## src/rtl/uart9_pkg.sv

```systemverilog
package uart9_pkg;

    localparam int unsigned BYTE_W = 8;

    // control byte bit positions
    localparam int CB_MODE = 7;
    localparam int CB_ONE  = 6;
    localparam int CB_MCE  = 5;
    localparam int CB_REN  = 4;
    localparam int CB_TB8  = 3;
    localparam int CB_RB8  = 2;
    localparam int CB_TI   = 1;
    localparam int CB_RI   = 0;

    typedef enum logic [1:0] {
        RX_IDLE  = 2'd0,
        RX_START = 2'd1,
        RX_BITS  = 2'd2
    } rx_state_e;

endpackage

```

## src/rtl/uart9_tx.sv

```systemverilog
module uart9_tx #(
    parameter int DATA_W = 8,
    parameter int OS     = 16
) (
    input  logic              clk,
    input  logic              rst_n,
    input  logic              tick,
    input  logic              start,
    input  logic              nine_mode,
    input  logic              ninth_bit,
    input  logic [DATA_W-1:0] data,
    output logic              txd,
    output logic              busy,
    output logic              ti_set
);

    localparam int FRAME_W = DATA_W + 3;
    localparam int IDX_W   = $clog2(FRAME_W + 1);
    localparam int SUB_W   = $clog2(OS);
    localparam logic [IDX_W-1:0] STOP_SHORT = IDX_W'(DATA_W + 1);
    localparam logic [IDX_W-1:0] STOP_LONG  = IDX_W'(DATA_W + 2);
    localparam logic [SUB_W-1:0] SUB_LAST   = SUB_W'(OS - 1);

    typedef struct packed {
        logic               busy;
        logic [IDX_W-1:0]   idx;
        logic [IDX_W-1:0]   stop_idx;
        logic [SUB_W-1:0]   sub;
        logic [FRAME_W-1:0] frame;
    } tx_state_t;

    tx_state_t s_q, s_d;
    logic      set_d;

    always_comb begin
        s_d   = s_q;
        set_d = 1'b0;
        if (!s_q.busy) begin
            if (start) begin
                s_d.busy     = 1'b1;
                s_d.idx      = '0;
                s_d.sub      = '0;
                s_d.stop_idx = nine_mode ? STOP_LONG : STOP_SHORT;
                s_d.frame    = {1'b1, (nine_mode ? ninth_bit : 1'b1), data, 1'b0};
            end
        end else if (tick) begin
            if (s_q.sub == SUB_LAST) begin
                s_d.sub = '0;
                if (s_q.idx == s_q.stop_idx) begin
                    s_d.busy = 1'b0;
                end else begin
                    s_d.idx = s_q.idx + 1'b1;
                    set_d   = (s_d.idx == s_q.stop_idx);
                end
            end else begin
                s_d.sub = s_q.sub + 1'b1;
            end
        end
    end

    always_ff @(posedge clk) begin
        if (!rst_n) s_q <= '0;
        else        s_q <= s_d;
    end

    assign txd    = s_q.busy ? s_q.frame[s_q.idx] : 1'b1;
    assign busy   = s_q.busy;
    assign ti_set = set_d;

    // the done pulse coincides with entering the stop bit
    a_r5_ti_at_stop: assert property (@(posedge clk) disable iff (!rst_n)
        ti_set |=> (s_q.busy && txd && s_q.idx == s_q.stop_idx));

    // a start request during a frame does not restart it
    a_r5_busy_ignores_start: assert property (@(posedge clk) disable iff (!rst_n)
        (s_q.busy && start && !tick) |=> (s_q.busy && $stable(s_q.frame) && $stable(s_q.idx)));

    // the stop bit drives the line high
    a_r3_stop_high: assert property (@(posedge clk) disable iff (!rst_n)
        (s_q.busy && s_q.idx == s_q.stop_idx) |-> txd);

    // a new frame opens with a low start bit
    a_r3_start_low: assert property (@(posedge clk) disable iff (!rst_n)
        $rose(s_q.busy) |-> !txd);

endmodule

```

## src/rtl/uart9_rx.sv

```systemverilog
module uart9_rx
    import uart9_pkg::*;
#(
    parameter int DATA_W = 8,
    parameter int OS     = 16
) (
    input  logic              clk,
    input  logic              rst_n,
    input  logic              tick,
    input  logic              rxd,
    input  logic              enable,
    input  logic              nine_mode,
    output logic              done,
    output logic [DATA_W-1:0] data,
    output logic              nine_bit
);

    localparam int IDX_W = $clog2(DATA_W + 2);
    localparam int SUB_W = $clog2(OS);
    localparam logic [IDX_W-1:0] STOP_SHORT = IDX_W'(DATA_W);
    localparam logic [IDX_W-1:0] STOP_LONG  = IDX_W'(DATA_W + 1);
    localparam logic [SUB_W-1:0] SUB_MID    = SUB_W'(OS / 2 - 1);
    localparam logic [SUB_W-1:0] SUB_LAST   = SUB_W'(OS - 1);

    typedef struct packed {
        logic [1:0]       sync;
        rx_state_e        st;
        logic             mode;
        logic [IDX_W-1:0] idx;
        logic [SUB_W-1:0] sub;
        logic [DATA_W:0]  shreg;
    } rx_reg_t;

    rx_reg_t          s_q, s_d;
    logic             line;
    logic             done_c;
    logic             nine_c;
    logic [IDX_W-1:0] stop_idx;

    assign line     = s_q.sync[1];
    assign stop_idx = s_q.mode ? STOP_LONG : STOP_SHORT;

    always_comb begin
        s_d      = s_q;
        s_d.sync = {s_q.sync[0], rxd};
        done_c   = 1'b0;
        nine_c   = 1'b0;
        if (!enable) begin
            s_d.st = RX_IDLE;
        end else begin
            case (s_q.st)
                RX_IDLE: begin
                    if (tick && !line) begin
                        s_d.st   = RX_START;
                        s_d.sub  = '0;
                        s_d.mode = nine_mode;
                    end
                end
                RX_START: begin
                    if (tick) begin
                        if (s_q.sub == SUB_MID) begin
                            if (line) begin
                                s_d.st = RX_IDLE;
                            end else begin
                                s_d.st  = RX_BITS;
                                s_d.sub = '0;
                                s_d.idx = '0;
                            end
                        end else begin
                            s_d.sub = s_q.sub + 1'b1;
                        end
                    end
                end
                RX_BITS: begin
                    if (tick) begin
                        if (s_q.sub == SUB_LAST) begin
                            s_d.sub = '0;
                            if (s_q.idx == stop_idx) begin
                                done_c = 1'b1;
                                nine_c = s_q.mode ? s_q.shreg[DATA_W] : line;
                                s_d.st = RX_IDLE;
                            end else begin
                                s_d.shreg[s_q.idx] = line;
                                s_d.idx = s_q.idx + 1'b1;
                            end
                        end else begin
                            s_d.sub = s_q.sub + 1'b1;
                        end
                    end
                end
                default: s_d.st = RX_IDLE;
            endcase
        end
    end

    always_ff @(posedge clk) begin
        if (!rst_n) begin
            s_q      <= '0;
            s_q.sync <= '1;
        end else begin
            s_q <= s_d;
        end
    end

    assign done     = done_c;
    assign data     = s_q.shreg[DATA_W-1:0];
    assign nine_bit = nine_c;

    // with reception off the receiver is parked
    a_r9_off_parks: assert property (@(posedge clk) disable iff (!rst_n)
        !enable |=> (s_q.st == RX_IDLE));

    // no completion while reception is off
    a_r9_no_done_off: assert property (@(posedge clk) disable iff (!rst_n)
        !enable |-> !done);

    // high line at mid start bit abandons the frame
    a_r10_false_start: assert property (@(posedge clk) disable iff (!rst_n)
        (enable && s_q.st == RX_START && tick && s_q.sub == SUB_MID && line) |=> (s_q.st == RX_IDLE));

endmodule

```

## src/rtl/uart9_ctrl.sv

```systemverilog
module uart9_ctrl
    import uart9_pkg::*;
#(
    parameter int OS = 16
) (
    input  logic              clk,
    input  logic              rst_n,
    input  logic              reg_sel,
    input  logic              wr_en,
    input  logic [BYTE_W-1:0] wr_data,
    output logic [BYTE_W-1:0] rd_data,
    input  logic              baud_tick,
    output logic              txd,
    input  logic              rxd,
    output logic              irq
);

    typedef struct packed {
        logic              mode;
        logic              mce;
        logic              ren;
        logic              tb8;
        logic              rb8;
        logic              ti;
        logic              ri;
        logic [BYTE_W-1:0] rbuf;
    } ctrl_t;

    ctrl_t             c_q, c_d;
    logic              tx_busy;
    logic              tx_ti_set;
    logic              rx_done;
    logic              rx_nine;
    logic [BYTE_W-1:0] rx_data;
    logic              ctrl_wr;

    assign ctrl_wr = wr_en && !reg_sel;

    uart9_tx #(.DATA_W(BYTE_W), .OS(OS)) u_tx (
        .clk       (clk),
        .rst_n     (rst_n),
        .tick      (baud_tick),
        .start     (wr_en && reg_sel),
        .nine_mode (c_q.mode),
        .ninth_bit (c_q.tb8),
        .data      (wr_data),
        .txd       (txd),
        .busy      (tx_busy),
        .ti_set    (tx_ti_set)
    );

    uart9_rx #(.DATA_W(BYTE_W), .OS(OS)) u_rx (
        .clk       (clk),
        .rst_n     (rst_n),
        .tick      (baud_tick),
        .rxd       (rxd),
        .enable    (c_q.ren),
        .nine_mode (c_q.mode),
        .done      (rx_done),
        .data      (rx_data),
        .nine_bit  (rx_nine)
    );

    always_comb begin
        c_d = c_q;
        if (ctrl_wr) begin
            c_d.mode = wr_data[CB_MODE];
            c_d.mce  = wr_data[CB_MCE];
            c_d.ren  = wr_data[CB_REN];
            c_d.tb8  = wr_data[CB_TB8];
            c_d.rb8  = wr_data[CB_RB8];
            c_d.ti   = wr_data[CB_TI];
            c_d.ri   = wr_data[CB_RI];
        end
        if (tx_ti_set) c_d.ti = 1'b1;
        if (rx_done) begin
            c_d.rb8 = rx_nine;
            if (!c_q.mce || rx_nine) begin
                c_d.ri   = 1'b1;
                c_d.rbuf = rx_data;
            end
        end
    end

    always_ff @(posedge clk) begin
        if (!rst_n) c_q <= '0;
        else        c_q <= c_d;
    end

    always_comb begin
        if (reg_sel) begin
            rd_data = c_q.rbuf;
        end else begin
            rd_data          = '0;
            rd_data[CB_MODE] = c_q.mode;
            rd_data[CB_ONE]  = 1'b1;
            rd_data[CB_MCE]  = c_q.mce;
            rd_data[CB_REN]  = c_q.ren;
            rd_data[CB_TB8]  = c_q.tb8;
            rd_data[CB_RB8]  = c_q.rb8;
            rd_data[CB_TI]   = c_q.ti;
            rd_data[CB_RI]   = c_q.ri;
        end
    end

    assign irq = c_q.ti | c_q.ri;

    // a transmit-done set survives a same-cycle software clear
    a_r11_ti_set_wins: assert property (@(posedge clk) disable iff (!rst_n)
        tx_ti_set |=> c_q.ti);

    // the receive flag holds until software writes the control byte
    a_r11_ri_sticky: assert property (@(posedge clk) disable iff (!rst_n)
        (c_q.ri && !ctrl_wr) |=> c_q.ri);

    // an accepted frame raises the flag and fills the buffer
    a_r8_accept: assert property (@(posedge clk) disable iff (!rst_n)
        (rx_done && (!c_q.mce || rx_nine)) |=> (c_q.ri && c_q.rbuf == $past(rx_data)));

    // a gated-out frame leaves the buffer alone
    a_r8_reject_keeps_buf: assert property (@(posedge clk) disable iff (!rst_n)
        (rx_done && c_q.mce && !rx_nine) |=> $stable(c_q.rbuf));

    // a gated-out frame does not raise the flag
    a_r8_reject_no_flag: assert property (@(posedge clk) disable iff (!rst_n)
        (rx_done && c_q.mce && !rx_nine && !c_q.ri && !ctrl_wr) |=> !c_q.ri);

endmodule

```

## config.mk

```make
export PLATFORM = sky130hd
export DESIGN_NAME = uart9_ctrl
export DESIGN_NICKNAME = d
export VERILOG_FILES = /design/src/rtl/uart9_pkg.sv /design/src/rtl/uart9_tx.sv /design/src/rtl/uart9_rx.sv /design/src/rtl/uart9_ctrl.sv
export SDC_FILE = /design/constraint.sdc
export NUM_CORES = 1
export LEC_CHECK = 0
export BUFFER_PORTS_ARGS = -buffer_cell sky130_fd_sc_hd__buf_4
export CAP_MARGIN = 20
export CORE_ASPECT_RATIO = 1.2
export CORE_UTILIZATION = 59
export DETAILED_ROUTE_END_ITERATION = 12
export GPL_ROUTABILITY_DRIVEN = 0
export PLACE_DENSITY = 0.79
export SETUP_SLACK_MARGIN = 0.3
export SYNTH_ARGS = -nofsm -noshare
export SYNTH_HDL_FRONTEND = slang
export SYNTH_SLANG_ARGS = --single-unit
```

## constraint.sdc

```tcl
create_clock -name clk -period 2.3 [get_ports clk]
set_clock_uncertainty 0.15 [all_clocks]
set_input_delay 0.345 -clock clk [delete_from_list [all_inputs] [get_ports clk]]
set_output_delay 0.345 -clock clk [all_outputs]
set_load 0.03 [all_outputs]
```

Yosys cells after proc, flatten, opt, wreduce, memory -nomap -nowiden
Cells that the tools add are included.

Muxes and demuxes: 60. Bitwise gates (word level): 3. $lt $le $gt $ge: 3. Add/sub/neg operators: 4. Equality and inequality tests: 20. Reductions and logical operators: 24.

Operator list (number): $mux 4 (10); $mux 9 (4); $mux 24 (1); $mux 8 (3); $mux 1 (23); $mux 17 (1); $add 4x1->4 const B (4); $mux 5 (3); $mux 2 (7); $ne 2x2->1 const B (7); $eq 4x4->1 (3); $pmux 4 s3 (1); $reduce_and 6->1 (2); $lt 4x5->1 const B (2); $bwmux 9 (1); $eq 4x4->1 const B (2); $ne 2x1->1 const B (4); $pmux 4 s2 (1); $reduce_and 2->1 (4); $reduce_and 8->1 (1); $reduce_bool 2->1 (4); $mux 3 (2); $pmux 2 s3 (1); $reduce_and 5->1 (1); other kinds (16) (22).

Bits in registers: 60. Bits of input ports: 14. Output and inout bits: 10. Logic and storage cells: 133.

Logic depth before layout (Yosys ltp)
Gate-level depths: netlist of run 1.

Word-level depth: 10. Gate-level depth with buffers: 8. Depth with buffers taken out: 6.

Cells and area by module
From an unflattened synthesis of run 1, not the netlist that was laid out.

Cells, all modules: 371. Area total of the unflattened synthesis: 3216.8 um^2.

Modules (own cells, without submodules): uart9_rx (times used 1, area each 1398.8 um^2, cells each 160, sequential area each 440.4 um^2); uart9_tx (times used 1, area each 1094.8 um^2, cells each 133, sequential area each 420.4 um^2); uart9_ctrl (times used 1, area each 723.2 um^2, cells each 78, sequential area each 300.3 um^2).

Least setup slack after synthesis of run 1
Ideal clock, no wire load.

Path type: register to register. From: register u_rx.s_q[18] in the netlist's numbering. To: register u_rx.s_q[18] in the netlist's numbering. Stages on the path, launching flop included: 8. Setup time: 0.070 ns. Clock period less this slack: 2.073 ns. Path buffers: 1. Setup slack: 0.227 ns. Arrival time: 1.853 ns. Data required time: 2.080 ns. Cells stage by stage: dfxtp_1 -> inv_1 -> ha_1 -> clkbuf_1 -> nor3_1 -> o221ai_1 -> or4_1 -> a21oi_1.

Word-level cells in the longest chain between the ends: 3. Elaborated cells between the ends (all ways): 11. Those cells by class: eq/ne: 8; mux: 1; reduce/logical: 2.

Ends and longest elaborated chain: start: declaration (line uart9_rx.sv:34) `rx_reg_t s_q, s_d;`; $eq 2x2->1 (tied with other cells) (line uart9_rx.sv:51) `case (s_q.st)`; $ne 2x1->1 (no source line) / $ne 2x2->1 (equally long branches); $reduce_and 6->1 (no source line).

Several ways; a longest one is shown, not always the timed one. A chain may end at the register's enable or synchronous reset.

Final worst setup path of run 1
From: register u_tx.s_q[19] in the netlist's numbering. To: output txd.

Word-level cells in the longest chain between the ends: 3.

Ends and longest elaborated chain: start: declaration (line uart9_tx.sv:32) `tx_state_t s_q, s_d;`; start signal: assignment (line uart9_tx.sv:62) `if (!rst_n) s_q <= '0;`; start signal: assignment (line uart9_tx.sv:63) `else s_q <= s_d;`; $bmux 1 s4 (line uart9_tx.sv:66) `assign txd = s_q.busy ? s_q.frame[s_q.idx] : 1'b1;`; $mux 1 (not written as such) (line uart9_tx.sv:66); $mux 1 (line uart9_tx.sv:66); end: declaration (line uart9_ctrl.sv:13) `output logic txd,`.

Every way passes these cells. The select of a mux whose other input is x is not followed.

==> impl_metrics.tcl, run 1 <==
set metrics [dict create \
    fmax_ghz 0.4838 \
    die_h_microns 80.06 \
    cpLargestDelayFamily "multiplexers" \
    grt_remaining_overflow 0 \
    synth-seq-cells 58 \
    outcome "finished, final reports clean" \
    synth_area_per_cell_sq_um 8.344 \
    end_kind "output port" \
    period_needed_ns 2.067 \
    initial_core_util 0.6107 \
    hold_depth 2 \
    synthFlopType "dfxtp_1" \
    grt_first_pass_wirelength_mm 10.92 \
    regToRegEndpoint "u_rx.s_q[18]$_SDFFE_PN0P_" \
    p_leak_uw 0.001346 \
    drv_cap 0 \
    root_buffer "clkbuf_8" \
    hold_class "in -> reg" \
    ioPinCount 24 \
    cp_max_fo 2 \
    worst_pin_slew_ns 0.5325 \
    critPathRequiredTime_ns 1.80 \
    grt_max_degree 27 \
    cts_tree "yes" \
    dieArea_sq_um 5367 \
    rows 28 \
    ff2ff_path_depth 6 \
    diodes 0 \
    peakVddDrop_v 0.0004338 \
    core_area_sq_um 4905 \
    async_flop_share 0 \
    critPathArrivalTime_ns 1.57 \
    place_inst 427 \
    fin_cells 443 \
    rsz0062_at_grt "true" \
    dieWidth_microns 67.05 \
    synth_edf_count 0 \
    hold_viol 0 \
    area_growth_syn_to_layout_pct 17.13 \
    drt_wl_total_mm 6.856 \
    portBuffers 23 \
    final_cell_mix "nand2_1, dfxtp_1, buf_4" \
    syn_area_sq_um 2995 \
    slew-limit-headroom 0.6439 \
    ys_types 54 \
    syn_nets 384 \
    cts_buffers 9 \
    first_iter_violations 193 \
    cts_buffer_depth 2 \
    clock_sinks 58 \
    grt_antenna_before_repair 0 \
    path_clk_slew_ns 0.06 \
    cp-start-kind "register" \
    wl_per_cell_microns 15.48 \
    h-tree-depth 3 \
    cp_num_buf_inv 1 \
    slowest_delay_ns 0.51 \
    drive_gt1_frac 0.2010 \
    setup_viol 0 \
    drc 0 \
    crit_chain "mux4_2, nand3b_1, o211ai_1, buf_4" \
    drt-pass1-iter-count 4 \
    clk_latency_ns 0.34 \
    ff2ff_setup_slack_ns 0.33 \
    ys_seq_area_frac 0.3876 \
    vias_per_cell 6.120 \
    cts_hold_buf 0 \
    finalCritPeriodShare 0.8987 \
    hpwlAfterDp_mm 4.614 \
    grt_use_total 0.2685 \
    setup_tns_ns 0 \
    final_nets 404 \
    r2r-start "u_rx.s_q[18]$_SDFFE_PN0P_" \
    min_to "u_rx.s_d[21]$_SDFF_PN1_" \
    pwr_density_cell_nw_per_um2 602.7 \
    final_common_cell "nand2_1" \
    grt_pass1_vias 2444 \
    syn_inst 359 \
    worst_hold_slack_ns 0.03186 \
    holdCritStartpoint "rxd" \
    vias 2711 \
    yosysWarnings 0 \
    slew_violations 0 \
    path_class "reg -> out" \
    crit_slowest_cell "mux4_2" \
    antenna_left 0 \
]
[cells by family (layout without fill, tap and decap cells)]
kind of cell,count (synthesis),after routing,share of synthesized area
and+or+nand+nor,138,138,0.2343
DFF,58,58,0.3876
AOI/OAI and AO/OA,83,83,0.1679
muxes,27,27,0.09691
adders and majority gates,11,11,0.04595
xor gates and xnor gates,8,8,0.02339
buffers and inverters,34,58,0.04386
[worst reg2reg max path: stages, from the launching register on]
cell and delay (ns):
dfxtp_2 0.38, inv_1 0.10, ha_4 0.21, nor3_4 0.26, o221ai_2 0.17, or4_1 0.49, a21oi_1 0.14
[report_power, final]
part	switching [uW]	leakage (uW)	internal, uW
combinational	94.9	0.000777	63.4
sequential	18.6	0.000473	1020
clock	393	0.0000962	521
[metrics by stage]
| step | util | total power [uW] | area, sq um | setup slack, ns |
|---|---|---|---|---|
| after floorplan | - | 1162 | 3000 | 0.3119 |
| after global placement | 0.6577 | 1218 | 3226 | 0.2515 |
| after detailed placement | 0.6577 | 1220 | 3226 | 0.1690 |
| after CTS | 0.7043 | 2118 | 3455 | 0.2184 |
| after global routing | 0.7153 | 2185 | 3508 | 0.1875 |
| final | 0.7153 | 2115 | 3508 | 0.2329 |
[repair_timing]
| item | CTS | global route |
|---|---|---|
| setup buffers | 0 | 1 |
| resized for setup | 12 | 12 |
| endpoints found under the setup margin | 14 | 16 |
| pin swaps | 1 | 0 |
[worst max path at each step]
stage	endpoint	cells past startpoint	start	slack, ns
6_report	txd	4	u_tx.s_q[19]$_SDFFE_PN0P_	0.23
5_1_grt	txd	4	u_tx.s_q[19]$_SDFFE_PN0P_	0.19
3_3_place_gp	c_q[6]$_SDFFE_PN0P_	6	u_rx.s_q[18]$_SDFFE_PN0P_	0.25
2_1_floorplan	c_q[7]$_SDFFE_PN0P_	8	u_rx.s_q[18]$_SDFFE_PN0P_	0.31
4_1_cts	txd	5	u_tx.s_q[20]$_SDFFE_PN0P_	0.22
3_5_place_dp	c_q[3]$_SDFFE_PN0P_	6	u_rx.s_q[18]$_SDFFE_PN0P_	0.17
[synthesized netlist by cell type, types with 2 or more instances]
cell type / count / area [sq um]
a211oi_1: 3 / 22.52
a21oi_1: 30 / 150.1
a31oi_1: 2 / 12.51
and3_1: 4 / 25.02
and3b_1: 4 / 35.03
buf_1: 2 / 7.510
buf_2: 2 / 10.01
clkbuf_1: 20 / 75.07
dfxtp_1: 58 / 1161
ha_1: 11 / 137.6
inv_1: 9 / 33.78
mux2_2: 6 / 67.56
mux2i_1: 20 / 200.2
nand2_1: 54 / 202.7
nand2b_1: 4 / 25.02
nand3_1: 22 / 110.1
nand3b_1: 2 / 15.01
nand4_1: 4 / 25.02
nand4b_1: 2 / 17.52
nor2_1: 15 / 56.30
nor2b_1: 5 / 31.28
nor3_1: 3 / 15.01
nor4_1: 3 / 18.77
o2111ai_1: 2 / 17.52
o211ai_1: 3 / 22.52
o21a_1: 2 / 15.01
o21ai_0: 13 / 65.06
o21ai_1: 9 / 45.04
o221ai_1: 3 / 26.28
o22ai_1: 5 / 31.28
o41ai_1: 2 / 17.52
or2_2: 2 / 12.51
or3_1: 2 / 12.51
or4_1: 5 / 37.54
xnor2_1: 3 / 26.28
xor2_1: 5 / 43.79
[area by class of cell]
cell class | instances | area [sq um]
Multi-Input combinational cell | 267 | 1789
Fill cell | 380 | 1396
Timing Repair Buffer | 34 | 255.2
Tap cell | 60 | 75.07
Sequential cell | 58 | 1170
Clock inverter | 3 | 40.04
Clock buffer | 12 | 145.1
Inverter | 9 | 33.78
[layer usage]
metal / up-vias / global-route usage / part of all wire
met5: - / 0 / 0
met4: 0 / 0.1106 / 0.023
met3: 20 / 0.08381 / 0.045
met2: 75 / 0.4420 / 0.49
met1: 1275 / 0.3161 / 0.44
li1: 1341 / - / -
Note: power is estimated with default switching activity, not from simulation.
==> inputs of run 2 (changes only) <==
PLACE_DENSITY = 0.84   (was 0.79)
==> impl_metrics.tcl, run 2 (synthesis results as in run 1) <==
set metrics [dict create \
    outcome "finished, final reports clean" \
    final_cell_mix "nand2_1, dfxtp_1, buf_4" \
    setup_tns_ns 0 \
    placed_area_sq_um 3218 \
    final_nets 408 \
    diodes 0 \
    end_kind "output port" \
    core_area_sq_um 4905 \
    path_clk_slew_ns 0.07 \
    setup.worst_path.end "txd" \
    cp-start-kind "register" \
    fmax_ghz 0.4789 \
    crit_chain "mux4_2, nand3b_1, o211ai_1, buf_4" \
    clk_latency_ns 0.34 \
    rows 28 \
    grt_use_total 0.2994 \
    grt_remaining_overflow 0 \
    regToRegEndpoint "u_rx.s_q[16]$_SDFFE_PN0P_" \
    drc 0 \
    num-fill-cells 372 \
    critPathArrivalTime_ns 1.59 \
    initial_core_util 0.6107 \
    h-tree-depth 3 \
    clock_sinks 58 \
    final_common_cell "nand2_1" \
    period_needed_ns 2.088 \
    slew_violations 0 \
    drive_gt1_frac 0.2242 \
    drv_cap 0 \
    hpwlAfterDp_mm 5.005 \
    pwr_density_cell_nw_per_um2 588.2 \
    path_class "reg -> out" \
    worst_pin_slew_ns 0.5684 \
    ff2ff_path_depth 7 \
    r2r-start "u_rx.s_q[18]$_SDFFE_PN0P_" \
    portBuffers 23 \
    wl_per_cell_microns 17.24 \
    slew-limit-headroom 0.6206 \
    antenna_left 0 \
    cts_hold_buf 0 \
    cts_buffers 9 \
    grt_first_pass_wirelength_mm 11.98 \
    cts_buffer_depth 2 \
    crit_slowest_cell "mux4_2" \
    hold_viol 0 \
    p_leak_uw 0.001365 \
    die_h_microns 80.06 \
    ioPinCount 24 \
    vias 2858 \
    drt-pass1-iter-count 5 \
    root_buffer "clkbuf_8" \
    critPathRequiredTime_ns 1.80 \
    grt_pass1_vias 2644 \
    cts_tree "yes" \
    hold_class "in -> reg" \
    grt_antenna_before_repair 0 \
    slowest_delay_ns 0.49 \
    vias_per_cell 6.379 \
    first_iter_violations 307 \
    cp_max_fo 2 \
    finalCritPeriodShare 0.9078 \
    dieArea_sq_um 5367 \
    grt_max_degree 27 \
    dieWidth_microns 67.05 \
    design_area_sq_um 3572 \
    area_growth_syn_to_layout_pct 19.26 \
    rsz0062_at_grt "true" \
    setup_viol 0 \
    drt_wl_total_mm 7.723 \
    peakVddDrop_v 0.0003844 \
    ff2ff_setup_slack_ns 0.29 \
    startpoint "u_tx.s_q[19]$_SDFFE_PN0P_" \
]
==> run 2: layout make-up <==
type                            instances  area [sq um]  share of cell area
Clock inverter                          4         25.02            0.007005
Tap cell                               60         75.07             0.02102
Timing Repair Buffer                   38         282.8             0.07916
Clock buffer                           12         165.2             0.04623
Inverter                                9         33.78            0.009457
Multi-Input combinational cell        267          1818              0.5089
Sequential cell                        58          1172              0.3282
==> run 2: worst min-delay path by stage <==
stage,start,to,slack (ns),cells past startpoint
2_1_floorplan,u_rx.s_d[21]$_SDFF_PN1_,u_rx.line$_SDFF_PN1_,0.24,1
5_1_grt,rxd,u_rx.s_d[21]$_SDFF_PN1_,0.06,2
6_report,rxd,u_rx.s_d[21]$_SDFF_PN1_,0.04,2
3_3_place_gp,u_rx.s_d[21]$_SDFF_PN1_,u_rx.line$_SDFF_PN1_,0.25,1
3_5_place_dp,u_rx.s_d[21]$_SDFF_PN1_,u_rx.line$_SDFF_PN1_,0.25,1
4_1_cts,rxd,u_rx.s_d[21]$_SDFF_PN1_,0.03,2
==> run 2: metrics by stage <==
step                      hold WS [ns]  setup WS [ns]  instances  total power, uW    util
after floorplan                 0.2363         0.3119        359             1162       -
after global placement          0.2510         0.2583        426             1219  0.6561
after detailed placement        0.2472         0.1231        426             1225  0.6561
after CTS                      0.03162         0.2084        442             2098  0.7028
after global routing           0.05913         0.1626        448             2158  0.7283
final                          0.04149         0.2121        448             2101  0.7283
==> run 2: layer usage <==
layer  share of wire  global-route usage  vias to the layer above
li1                -                   -                     1340
met1            0.40              0.3449                     1386
met2            0.51              0.5000                      106
met3           0.051             0.08239                       26
met4           0.034              0.1447                        0
met5               0                   0                        -
==> run 2: timing repair <==
item	CTS	global route
resized for setup	13	17
setup buffers	0	6
pin swaps	1	4
endpoints found under the hold margin	0	0
endpoints found under the setup margin	14	16
==> run 2: power by group <==
| group | switching, uW | internal (uW) | total [uW] |
|---|---|---|---|
| registers | 19.7 | 1020 | 1040 |
| clock network | 420 | 475 | 895 |
| logic | 100 | 64.4 | 164 |
| total | 540 | 1560 | 2100 |
==> run 2: worst max-delay path, delay by kind of cell, from the launching register on <==
family,cells,cell delay (ns)
muxes,1,0.49
DFF,1,0.34
buffers and inverters,1,0.20
and+or+nand+nor,1,0.12
AOI/OAI and AO/OA,1,0.10
==> inputs of run 3 (changes only) <==
ABC_AREA = 1   (was default)
CORE_UTILIZATION = 60   (was 59)
PLACE_DENSITY = 0.85   (was 0.84)
==> impl_metrics.tcl, run 3 <==
set metrics [dict create \
    outcome "finished, final reports clean" \
    synth_edf_count 0 \
    peakVddDrop_v 0.0004627 \
    ioPinCount 24 \
    portBuffers 23 \
    synth-seq-cells 58 \
    pwr_density_cell_nw_per_um2 608.2 \
    synth_area_per_cell_sq_um 6.689 \
    synth-compound-area-share 0.1195 \
    final_util 0.7135 \
    synth_top_area_frac 0.3685 \
    ys_types 32 \
    ys_seq_area_frac 0.3685 \
    syn_inst 471 \
    finalCritPeriodShare 0.8317 \
    layout_setup_ws_ns 0.3871 \
    path_clk_slew_ns 0.07 \
    drc 0 \
    rows 28 \
    critPathRequiredTime_ns 1.80 \
    cts_buffers 9 \
    root_buffer "clkbuf_8" \
    synth_most_common_cell "nand2_1" \
    synthFlopType "dfxtp_1" \
    grt.busiest_layer "met2" \
    ff2ff_setup_slack_ns 0.45 \
    path_class "reg -> out" \
    ff2ff_path_depth 7 \
    drt-pass1-iter-count 4 \
    cp-start-kind "register" \
    diodes 0 \
    setup_viol 0 \
    drive_gt1_frac 0.1242 \
    cp_num_buf_inv 2 \
    clk_latency_ns 0.34 \
    synth_area_leader_cell "dfxtp_1" \
    drv_cap 0 \
    final_cell_mix "nand2_1, nor2_1, dfxtp_1" \
    slowest_delay_ns 0.38 \
    wl_per_cell_microns 12.40 \
    ys_top_cells_by_count "nand2_1, nor2_1, dfxtp_1, inv_1, nand3_1" \
    synthAdderAreaFrac 0.04369 \
    clock_sinks 58 \
    grt_pass1_vias 2643 \
    setup_tns_ns 0 \
    holdCritStartpoint "rxd" \
    cpLargestDelayFamily "flip-flops" \
    h-tree-depth 3 \
    grt_use_total 0.2662 \
    hold_class "in -> reg" \
    syn_area_sq_um 3151 \
    power_uw 2159 \
    grt_first_pass_wirelength_mm 10.95 \
    hpwlAfterDp_mm 4.960 \
    met2_usage 0.4657 \
    dieArea_sq_um 5546 \
    synth_xor_area_frac 0.01668 \
    grt_antenna_before_repair 0 \
    worst_pin_slew_ns 0.4001 \
    drt_wl_total_mm 6.932 \
    die_h_microns 81.38 \
    grt_util_met3 0.04635 \
    startpoint "u_tx.s_q[19]$_SDFFE_PN0P_" \
    antenna_left 0 \
    num-fill-cells 421 \
    critPathArrivalTime_ns 1.42 \
    rsz0062_at_grt "true" \
    gr-usage-met1 0.3011 \
    syn_nets 496 \
    end_kind "output port" \
    cp_max_fo 11 \
    cts_tree "yes" \
    dieWidth_microns 68.15 \
    crit_slowest_cell "dfxtp_4" \
    vias 3002 \
    path_depth 6 \
    grt_remaining_overflow 0 \
    async_flop_share 0 \
    slew-limit-headroom 0.7329 \
    final_nets 519 \
    core_area_sq_um 4975 \
    p_leak_uw 0.001546 \
    cts_buffer_depth 2 \
    fmax_ghz 0.5228 \
    slew_violations 0 \
    area_growth_syn_to_layout_pct 12.67 \
    period_needed_ns 1.913 \
    hold_viol 0 \
    final_common_cell "nand2_1" \
    grt_max_degree 30 \
    synth_area_leaders "dfxtp_1, nand2_1, nor2_1" \
    initial_core_util 0.6333 \
    synth_top_family_by_area "simple AND/OR/NAND/NOR gates" \
    yosysWarnings 0 \
    synth.area.mux_share 0 \
    hold_depth 2 \
    crit_chain "inv_1, nor2_1, o211ai_1, nand2_1, nand3_1, buf_4" \
    synth-simple-area-share 0.3578 \
    r2r-start "u_rx.s_q[18]$_SDFFE_PN0P_" \
    first_iter_violations 213 \
    dp_slack_ns 0.4578 \
    vias_per_cell 5.370 \
]
-- run 3: cell types whose count changed in the layout (fill, tap and decap cells not counted), sizes merged, moves of 6 or more --
| cell | previous run | this run |
|---|---|---|
| nand3 | 22 | 40 |
| inv | 9 | 51 |
| mux2 | 6 | 0 |
| nand2 | 54 | 121 |
| nor2 | 15 | 74 |
| mux2i | 20 | 0 |
| nand4 | 4 | 13 |
| o21ai | 22 | 31 |
| buf | 37 | 28 |
-- run 3: logic make-up (layout without fill, tap and decap cells) --
kind of cell,Yosys count,count (layout)
AO/OA/AOI/OAI,72,72
XOR/XNOR,6,6
adder cells (fa/ha/maj),11,11
buffers and inverters,68,96
flip-flops,58,58
AND/OR/NAND/NOR,256,256
-- run 3: worst reg2reg max path, stage by stage, from the launching register on --
cell     delay (ns)
dfxtp_1        0.35
inv_1          0.09
ha_1           0.26
nand2_1        0.18
nor2_4         0.26
buf_4          0.21
nand4_1        0.12
a21oi_1        0.17
-- run 3: worst paths after layout --
check	endpoint
hold reg to reg	u_rx.line$_SDFF_PN1_
setup reg to reg	register
hold / removal	u_rx.s_d[21]$_SDFF_PN1_
setup / recovery	txd
-- run 3: per-layer routing --
layer | wire length, microns | share of wire
met1 | 3021 | 0.44
met4 | 116 | 0.017
met5 | 0 | 0
met3 | 289 | 0.042
met2 | 3505 | 0.51
-- run 3: where the power goes --
part	leakage, uW	total [uW]	switching, uW	internal (uW)
Sequential	0.000473	1050	19.5	1030
Clock	0.0000945	945	417	528
Combinational	0.000979	165	106	58.3
-- run 3: final cells by class --
type                            count  area [sq um]  share of cell area
Clock buffer                       10         137.6             0.03877
Multi-Input combinational cell    345          1697              0.4780
Sequential cell                    58          1166              0.3285
Tap cell                           60         75.07             0.02115
Inverter                           52         197.7             0.05569
Clock inverter                      6         66.31             0.01868
Timing Repair Buffer               28         210.2             0.05922
-- run 3: per-stage QoR --
step,cell area [sq um],instances,hold WS (ns)
finish,3550,559,0.04429
global route,3550,559,0.03297
CTS,3530,557,0.03293
detailed placement,3323,541,0.2796
global placement,3323,541,0.2831
floorplan,3151,471,0.2425
-- run 3: repair_timing --
item,CTS,global route
buffers inserted,0,2
gates resized for setup,2,2
setup endpoints to repair,1,11
hold buffers,0,0
pin swaps,0,1
